<file path="config.mk">
export PLATFORM = sky130hd
export DESIGN_NAME = sector_guard
export DESIGN_NICKNAME = d
export VERILOG_FILES = /design/src/rtl/sector_guard.sv
export SDC_FILE = /design/constraint.sdc
export NUM_CORES = 1
export LEC_CHECK = 0
export ABC_AREA = 1
export BUFFER_PORTS_ARGS = -buffer_cell sky130_fd_sc_hd__buf_2
export CAP_MARGIN = 0
export CORE_AREA = 2 2 308 310
export CTS_CLUSTER_DIAMETER = 60
export DETAILED_ROUTE_END_ITERATION = 8
export DIE_AREA = 0 0 310 312
export PLACE_DENSITY = 0.51
export SLEW_MARGIN = 20
export SYNTH_ARGS = -nofsm -noshare
export SYNTH_HDL_FRONTEND = slang
export SYNTH_SLANG_ARGS = --single-unit
</file>
<file path="constraint.sdc">
create_clock -name clk -period 2.9 [get_ports clk]
set_input_delay 0.58 -clock clk [delete_from_list [all_inputs] [get_ports clk]]
set_output_delay 0.58 -clock clk [all_outputs]
set_load 0.05 [all_outputs]
</file>
<file path="src/rtl/sector_guard.sv">
module sector_guard #(
  parameter int ADDR_W   = 24,
  parameter int SECT_LSB = 12,
  parameter int NUM_SECT = 512
) (
  input  logic                       clk,
  input  logic                       rst_n,
  input  logic                       guard_erase,
  input  logic                       guard_prog,
  input  logic [ADDR_W-1:SECT_LSB]   prog_addr,
  input  logic                       prog_bit,
  input  logic                       unlock_req,
  input  logic                       lock_req,
  input  logic [ADDR_W-1:SECT_LSB]   unlock_addr,
  input  logic [ADDR_W-1:SECT_LSB]   query_addr,
  output logic                       write_ok
);
  localparam int SECT_W = $clog2(NUM_SECT);
  localparam int HI_LSB = SECT_LSB + SECT_W;

  logic [NUM_SECT-1:0] guard_q;
  logic                unl_valid;
  logic [SECT_W-1:0]   unl_sect;

  wire [SECT_W-1:0] prog_idx = prog_addr[HI_LSB-1:SECT_LSB];
  wire [SECT_W-1:0] unl_idx  = unlock_addr[HI_LSB-1:SECT_LSB];
  wire [SECT_W-1:0] q_idx    = query_addr[HI_LSB-1:SECT_LSB];
  wire prog_in  = (prog_addr[ADDR_W-1:HI_LSB] == '0);
  wire unl_in   = (unlock_addr[ADDR_W-1:HI_LSB] == '0);
  wire q_in     = (query_addr[ADDR_W-1:HI_LSB] == '0);

  always_ff @(posedge clk) begin
    if (!rst_n)
      guard_q <= '1;
    else if (guard_erase)
      guard_q <= '1;
    else if (guard_prog && prog_in)
      guard_q[prog_idx] <= guard_q[prog_idx] & prog_bit;
  end

  always_ff @(posedge clk) begin
    if (!rst_n) begin
      unl_valid <= 1'b0;
      unl_sect  <= '0;
    end else if (lock_req) begin
      unl_valid <= 1'b0;
    end else if (unlock_req && unl_in) begin
      unl_valid <= 1'b1;
      unl_sect  <= unl_idx;
    end
  end

  assign write_ok = q_in & (guard_q[q_idx] | (unl_valid & (unl_sect == q_idx)));
endmodule

</file>
==> results.ini, run 1 <==
[synth]
synth-main-ff-cell = dfxtp_1
synth_common_cells = nand2_1 (1,695), nand3_1 (998), nor2_1 (581), inv_1 (560), a21oi_1 (552)
netlist_instances = 5584
synth_xor_xnor_area_share_pct = 0.08091
syn_avg_cell_area_um2 = 5.816
synth_top_area_share_pct = 32.18
ys_warn_count = 0
synthAdderAreaFrac_pct = 0
ys_top_cells_by_area = dfxtp_1 (32%), nand2_1 (20%), nand3_1 (15%), a21oi_1 (8.5%), nor2_1 (6.7%)
synth_compound_area_share_pct = 11.65
synthArstFlopShare_pct = 0
synthMuxAreaShare_pct = 0
synth_edf_count = 0
synth_cell_types = 29
synth-simple-area-share_pct = 43.17
synth_top_family_by_area = simple AND/OR/NAND/NOR gates
synth-seq-cells = 522
syn-num-nets = 5627
synth.most_common_cell = nand2_1
netlist.top_cell.by_area = dfxtp_1
yosysSeqAreaShare_pct = 32.18
netlist_area_um2 = 32480

[die]
die_h_um = 312
die_w_um = 310
coreArea_um2 = 93050
rows = 112
start_util_pct = 34.90
die_area_um2 = 96720
io_pins = 44

[placed_design]
place_area_um2 = 36230
dp_hpwl_um = 88140
dp.cells = 6789
io_buffer_count = 43
place_congestion = 0.8619

[timing]
period_share_pct = 110.9
hold_violations = 0
setup_ws_ns = -0.3171
setup_viol = 1
skew_ns = 0.02871
min_period_ns = 3.217
final.setup.tns_ns = -0.3171
timing.fmax_mhz = 310.8
rsz0062_at_grt = true
final-max-slew-violation-count = 0
max-slew-margin-rel_pct = 47.13
worst_slew_pin_slew_ns = 0.7930
hold_ws_ns = 0.1104

[global_route]
grt.total_usage_pct = 28.63
grt_max_degree = 128
antenna_found_initial = 3
grt_pass1_wl_um = 214100
gr-total-overflow = 0
first_global_vias = 34390

[detailed_routing]
drcViolationCount = 0
ant_nets = 0
num_vias = 37270
via_per_inst = 5.378
drt_iter0_drc = 4047
dr.pass1.iters = 6
drt-wirelength-per-cell_um = 20.31
wirelength_um = 140700

[setup_path]
worstPathRequired_ns = 2.32
cpMostUsedCell = nand3_1
crit_end = write_ok
worst-r2r-setup-slack_ns = 0.42
timing.rr.start = guard_q[61]
arrival_ns = 2.64
worstRegToRegCells = 18
crit_type = in2out
crit_path_max_fanout = 23
critPathSlowestCell = bufbuf_16
startpoint = query_addr[12]
worstReg2RegEnd = guard_q[383]
cp_cell_sequence = buf_12 -> bufbuf_16 -> nand2_1 -> nand3_1 -> nand3_1 -> nand3_1 -> nand3_1 -> nand2_1 -> nand2_1 -> nand3_1 -> nand3_2 -> nand2_2 -> nand2_1 -> nand3_2 -> nand2_2 -> clkinvlp_4 -> buf_6
end_kind = output pin
crit_path_start_kind = input pin
cp_slowest_stage_delay_ns = 0.35

[run_status]
outcome = finished with violations
violations = setup timing

[clock_tree]
cts-buffers-inserted = 74
cts_tree = done
clock_sinks = 522
htree_levels = 3
ctsLongestPathBuffers = 3
clkLatencyLatePin_ns = 0.65
cts_hold_buf = 0
path_clk_slew_ns = 0.05
root_buffer = clkbuf_16

[run]
maxCapViolations = 0

[cells_and_area]
fin_cells = 6930
area_growth_pct = 20.15
fin_area_um2 = 39020
drive_gt1_share_pct = 9.901
fillerInstances = 9891
layout.nets = 5662
num_antenna_cells = 0

[power]
p_leak_nw = 14.44
finalPower_mw = 19.79
ir_worst_vdd_mv = 0.3686
power.density_nw_per_um2 = 507.1

[worst_hold_path]
hold_path_depth = 2
hp-class = in2reg

[kinds of logic after synthesis]
| group | count (synthesis) |
|---|---|
| xor+xnor | 3 |
| simple gates | 3350 |
| flops | 522 |
| compound gates | 708 |
| buf+inv | 1001 |
[how the worst min path moves through the flow]
stage | from | to | slack (ns)
4_1_cts | lock_req | unl_valid | 0.09
5_1_grt | lock_req | unl_valid | 0.10
2_1_floorplan | guard_q[100] | guard_q[100] | 0.44
3_5_place_dp | guard_q[66] | guard_q[66] | 0.46
6_report | lock_req | unl_valid | 0.11
3_3_place_gp | guard_q[88] | guard_q[88] | 0.45
[metal layers]
layer | GRT usage [%] | wire, um
met1 | 38.63 | 60620
met2 | 46.12 | 64050
met3 | 4.082 | 10580
met4 | 10.78 | 5440
met5 | 0 | 34
[what timing repair did]
| action | 4_1_cts | 5_1_grt |
|---|---|---|
| pin swaps | 3 | 0 |
| setup buffers | 3 | 0 |
| gates cloned | 5 | 0 |
| setup endpoints to repair | 1 | 343 |
| resized for setup | 37 | 4 |
[area by class of cell]
type / count / area [um2] / share of cell area, %
clock buffer: 102 / 2098 / 5.377
clock inverter: 31 / 335.3 / 0.8594
inverter: 568 / 2173 / 5.570
multi-input combinational: 4061 / 17980 / 46.08
sequential: 522 / 10450 / 26.78
tap: 1254 / 1569 / 4.021
timing repair buffer: 392 / 4414 / 11.31
[where the power goes]
| group | leakage (nW) | internal, mW | switching [mW] |
|---|---|---|---|
| clock network | 1.19 | 5.52 | 3.76 |
| logic | 9.02 | 1.15 | 2.18 |
| registers | 4.23 | 7.18 | 0.00174 |
[cells in the final DEF (no fill, tap or decap), types with 5 or more instances in the layout]
master         n
a21oi_1      552
a22oi_1       92
buf_12       104
buf_16         5
buf_2         37
buf_4        232
buf_6          6
bufbuf_16      5
bufinv_16      5
clkbuf_1      15
clkbuf_16     75
clkbuf_8      12
clkinv_2      15
clkinvlp_4     5
dfxtp_1      522
inv_1        557
inv_6          6
nand2_1     1673
nand2_2       22
nand3_1      989
nand3_2        9
nand4_1       57
nor2_1       575
nor2_4         7
nor3_1        12
o21ai_0       50
o21ai_1        8
[registers in the layout, summed over array words and instances, names as in the netlist]
signal,flops
guard_q,512
unl_sect,9
unl_valid,1
[worst max-delay path: cells and delay by family]
| family | cells | cell delay [ns] |
|---|---|---|
| buffers and inverters | 4 | 0.71 |
| and+or+nand+nor | 13 | 1.33 |
[through the flow]
step	utilization, %	worst slack, ns
detailed placement	38.93	-0.6292
global route	41.93	-0.4035
global placement	38.93	-0.6098
floorplan	-	0.07715
finish	41.93	-0.3171
CTS	41.92	-0.2729
(Power assumes the default switching activity.)
==> run 2, diff against run 1 <==
--- a/config.mk
+++ b/config.mk
@@ -5,14 +5,14 @@
 export SDC_FILE = /design/constraint.sdc
 export NUM_CORES = 1
 export LEC_CHECK = 0
-export ABC_AREA = 1
 export BUFFER_PORTS_ARGS = -buffer_cell sky130_fd_sc_hd__buf_2
 export CAP_MARGIN = 0
-export CORE_AREA = 2 2 308 310
+export CORE_AREA = 2 2 313 315
 export CTS_CLUSTER_DIAMETER = 60
 export DETAILED_ROUTE_END_ITERATION = 8
-export DIE_AREA = 0 0 310 312
+export DIE_AREA = 0 0 315 317
 export PLACE_DENSITY = 0.51
+export SKIP_LAST_GASP = 1
 export SLEW_MARGIN = 20
 export SYNTH_ARGS = -nofsm -noshare
 export SYNTH_HDL_FRONTEND = slang
==> run 2 against run 1 <==
The run still ends with setup timing left. Sequential share of layout area decreased by 3.9 points. Clock-buffer cell count decreased by 3. Die area increased by 3.2%. Largest cell class unchanged. Highest routed layer unchanged.
==> results.ini, run 2 <==
[run_status]
outcome = finished with violations
violations = setup timing

[setup_path]
crit_path_start_kind = input pin
cp.depth = 13
end_kind = output pin
crit_end = write_ok
critPathSlowestCell = o221ai_1
worst-r2r-setup-slack_ns = -0.74
timing.rr.start = guard_q[146]
worstPathRequired_ns = 2.32
worstReg2RegEnd = guard_q[292]
cp_slowest_stage_delay_ns = 0.35
cp_cell_sequence = buf_6 -> buf_12 -> buf_4 -> buf_12 -> mux4_2 -> mux2_2 -> o221ai_1 -> o211ai_1 -> and3_1 -> o211ai_1 -> o211ai_1 -> buf_4 -> buf_12
worstRegToRegCells = 16
startpoint = query_addr[13]
crit_family = buffers and inverters
arrival_ns = 3.52
crit_path_max_fanout = 15
crit_type = in2out
worst-path-buf-inv = 6

[synth]
synth-seq-cells = 522
yosysSeqAreaShare_pct = 31.14
synth_common_cells = dfxtp_1 (522), clkbuf_1 (461), a311oi_1 (454), a21boi_0 (450), a31oi_1 (331)
netlist.top_cell.by_area = dfxtp_1
synth_edf_count = 0
syn-num-nets = 3499
synth.most_common_cell = dfxtp_1
synth_cell_types = 58
ys_top_cells_by_area = dfxtp_1 (31%), mux4_2 (13%), a311oi_1 (12%), a21boi_0 (10%), a31oi_1 (6.2%)
syn_avg_cell_area_um2 = 9.711
ys_warn_count = 0
netlist_area_um2 = 33560
netlist_instances = 3456
synthArstFlopShare_pct = 0
synth_top_area_share_pct = 31.14
synth-main-ff-cell = dfxtp_1

[global_route]
grt_pass1_wl_um = 214700
grt.total_usage_pct = 27.92
grt_max_degree = 90
antenna_found_initial = 2
gr-total-overflow = 0
first_global_vias = 32730

[cells_and_area]
largest_register_ffs = 512
top_regs = guard_q (512), unl_sect (9), unl_valid (1)
area_growth_pct = 36.20
drive_gt1_share_pct = 36.08
fin_area_um2 = 45710
fin_util_pct = 47.48
num_antenna_cells = 0
largest_register = guard_q
layout_commonest_cell = dfxtp_1
layout_common_cells = dfxtp_1 (515), a311oi_1 (453), a21boi_0 (450)
fin_cells = 4946
layout.nets = 3663

[clock_tree]
cts_tree = done
clock_sinks = 522
clkLatencyLatePin_ns = 0.64
cts-buffers-inserted = 69
ctsLongestPathBuffers = 3
cts_hold_buf = 0
htree_levels = 3
path_clk_slew_ns = 0.05
root_buffer = clkbuf_16

[power]
p_switching_mw = 5.212
power.density_nw_per_um2 = 408.7
intPower_mw = 13.47
finalPower_mw = 18.68
p_seq_share_pct = 38.4
pwr-share-clk_pct = 46.1
swShare_pct = 27.90
power_frac_comb_pct = 15.5
ir_worst_vdd_mv = 0.4149
p_leak_nw = 14.30

[timing]
setup_viol = 513
final.setup.tns_ns = -282.32
setup_ws_ns = -1.197
rsz0062_at_grt = true
hold_ws_ns = 0.1254
max-slew-margin-rel_pct = 41.62
timing.fmax_mhz = 244.1
final-max-slew-violation-count = 0
skew_ns = 0.02554
worst_slew_pin_slew_ns = 0.8647
period_share_pct = 141.3
min_period_ns = 4.097
hold_violations = 0

[placed_design]
place_congestion = 0.9036
io_buffer_count = 43
dp_slack_ns = -1.224
dp.cells = 4716
place_area_um2 = 39490
dp_hpwl_um = 88600

[die]
die_h_um = 317
die_area_um2 = 99860
rows = 114
coreArea_um2 = 96280
io_pins = 44
die_w_um = 315
start_util_pct = 34.86

[worst_hold_path]
hp-class = in2reg
hold_path_depth = 2

[detailed_routing]
wirelength_um = 145100
drt_iter0_drc = 3774
via_per_inst = 6.856
drcViolationCount = 0
dr.pass1.iters = 6
ant_nets = 0
drt-wirelength-per-cell_um = 29.33
num_vias = 33910

[run]
maxCapViolations = 0

==> run 2: cell types whose count changed after synthesis, sizes merged, moves of 129 or more <==
cell,change
mux4,+196
mux2i,+183
a31oi,+331
inv,-561
a41oi,+129
nand2,-1576
a311oi,+454
a21oi,-529
a21boi,+450
nand3,-974
nor2,-514
clkbuf,+187
==> run 2: worst reg2reg max path, delay by kind of cell, from the launching register on <==
| kind | cells | cell delay [ns] |
|---|---|---|
| buffers and inverters | 9 | 1.13 |
| multiplexers | 2 | 1.02 |
| AO/OA/AOI/OAI | 4 | 0.67 |
| AND/OR/NAND/NOR | 1 | 0.35 |
| flip-flops | 1 | 0.33 |
==> run 2: kinds of logic after synthesis <==
group	count (synthesis)	synth area share [%]
compound gates	1626	36.95
buf+inv	595	8.232
flops	522	31.14
mux	393	19.08
simple gates	311	4.362
xor+xnor	9	0.2349
==> run 2: repair_timing <==
item,CTS,global route
resized for setup,152,228
gates cloned,55,4
pin swaps,10,16
setup endpoints to repair,513,513
buffers inserted,66,26
==> run 2: area by class of cell <==
type                            count  area, um2
Fill cell                        8634      50570
Multi-Input combinational cell   2339      23220
Sequential cell                   522      10460
Timing Repair Buffer              682       8192
Clock buffer                       99       2002
Tap cell                         1276       1597
Clock inverter                     22      216.5
Inverter                            6      22.52
==> run 2: metal layers <==
| layer | vias up | wire length, um | GRT usage, % |
|---|---|---|---|
| li1 | 14650 | - | - |
| met1 | 17180 | 59630 | 37.40 |
| met2 | 1727 | 66590 | 44.32 |
| met3 | 355 | 12290 | 4.650 |
| met4 | 2 | 6547 | 12.25 |
| met5 | - | 13 | 0 |
==> run 2: worst min path at each step <==
stage	start	endpoint	slack [ns]
detailed placement	unl_valid	unl_valid	0.50
floorplan	unl_valid	unl_valid	0.47
global placement	guard_q[51]	guard_q[51]	0.49
CTS	lock_req	unl_valid	0.11
global route	lock_req	unl_valid	0.14
finish	lock_req	unl_valid	0.13
==> run 2: power by group through the flow <==
stage | Combinational, mW | Clock, mW | Sequential, mW
after global placement | 2.11 | 0 | 7.33
after detailed placement | 2.14 | 0 | 7.33
after floorplan | 1.24 | 0 | 7.33
after global routing | 2.97 | 8.98 | 7.17
final | 2.89 | 8.61 | 7.18
after CTS | 2.86 | 8.70 | 7.18
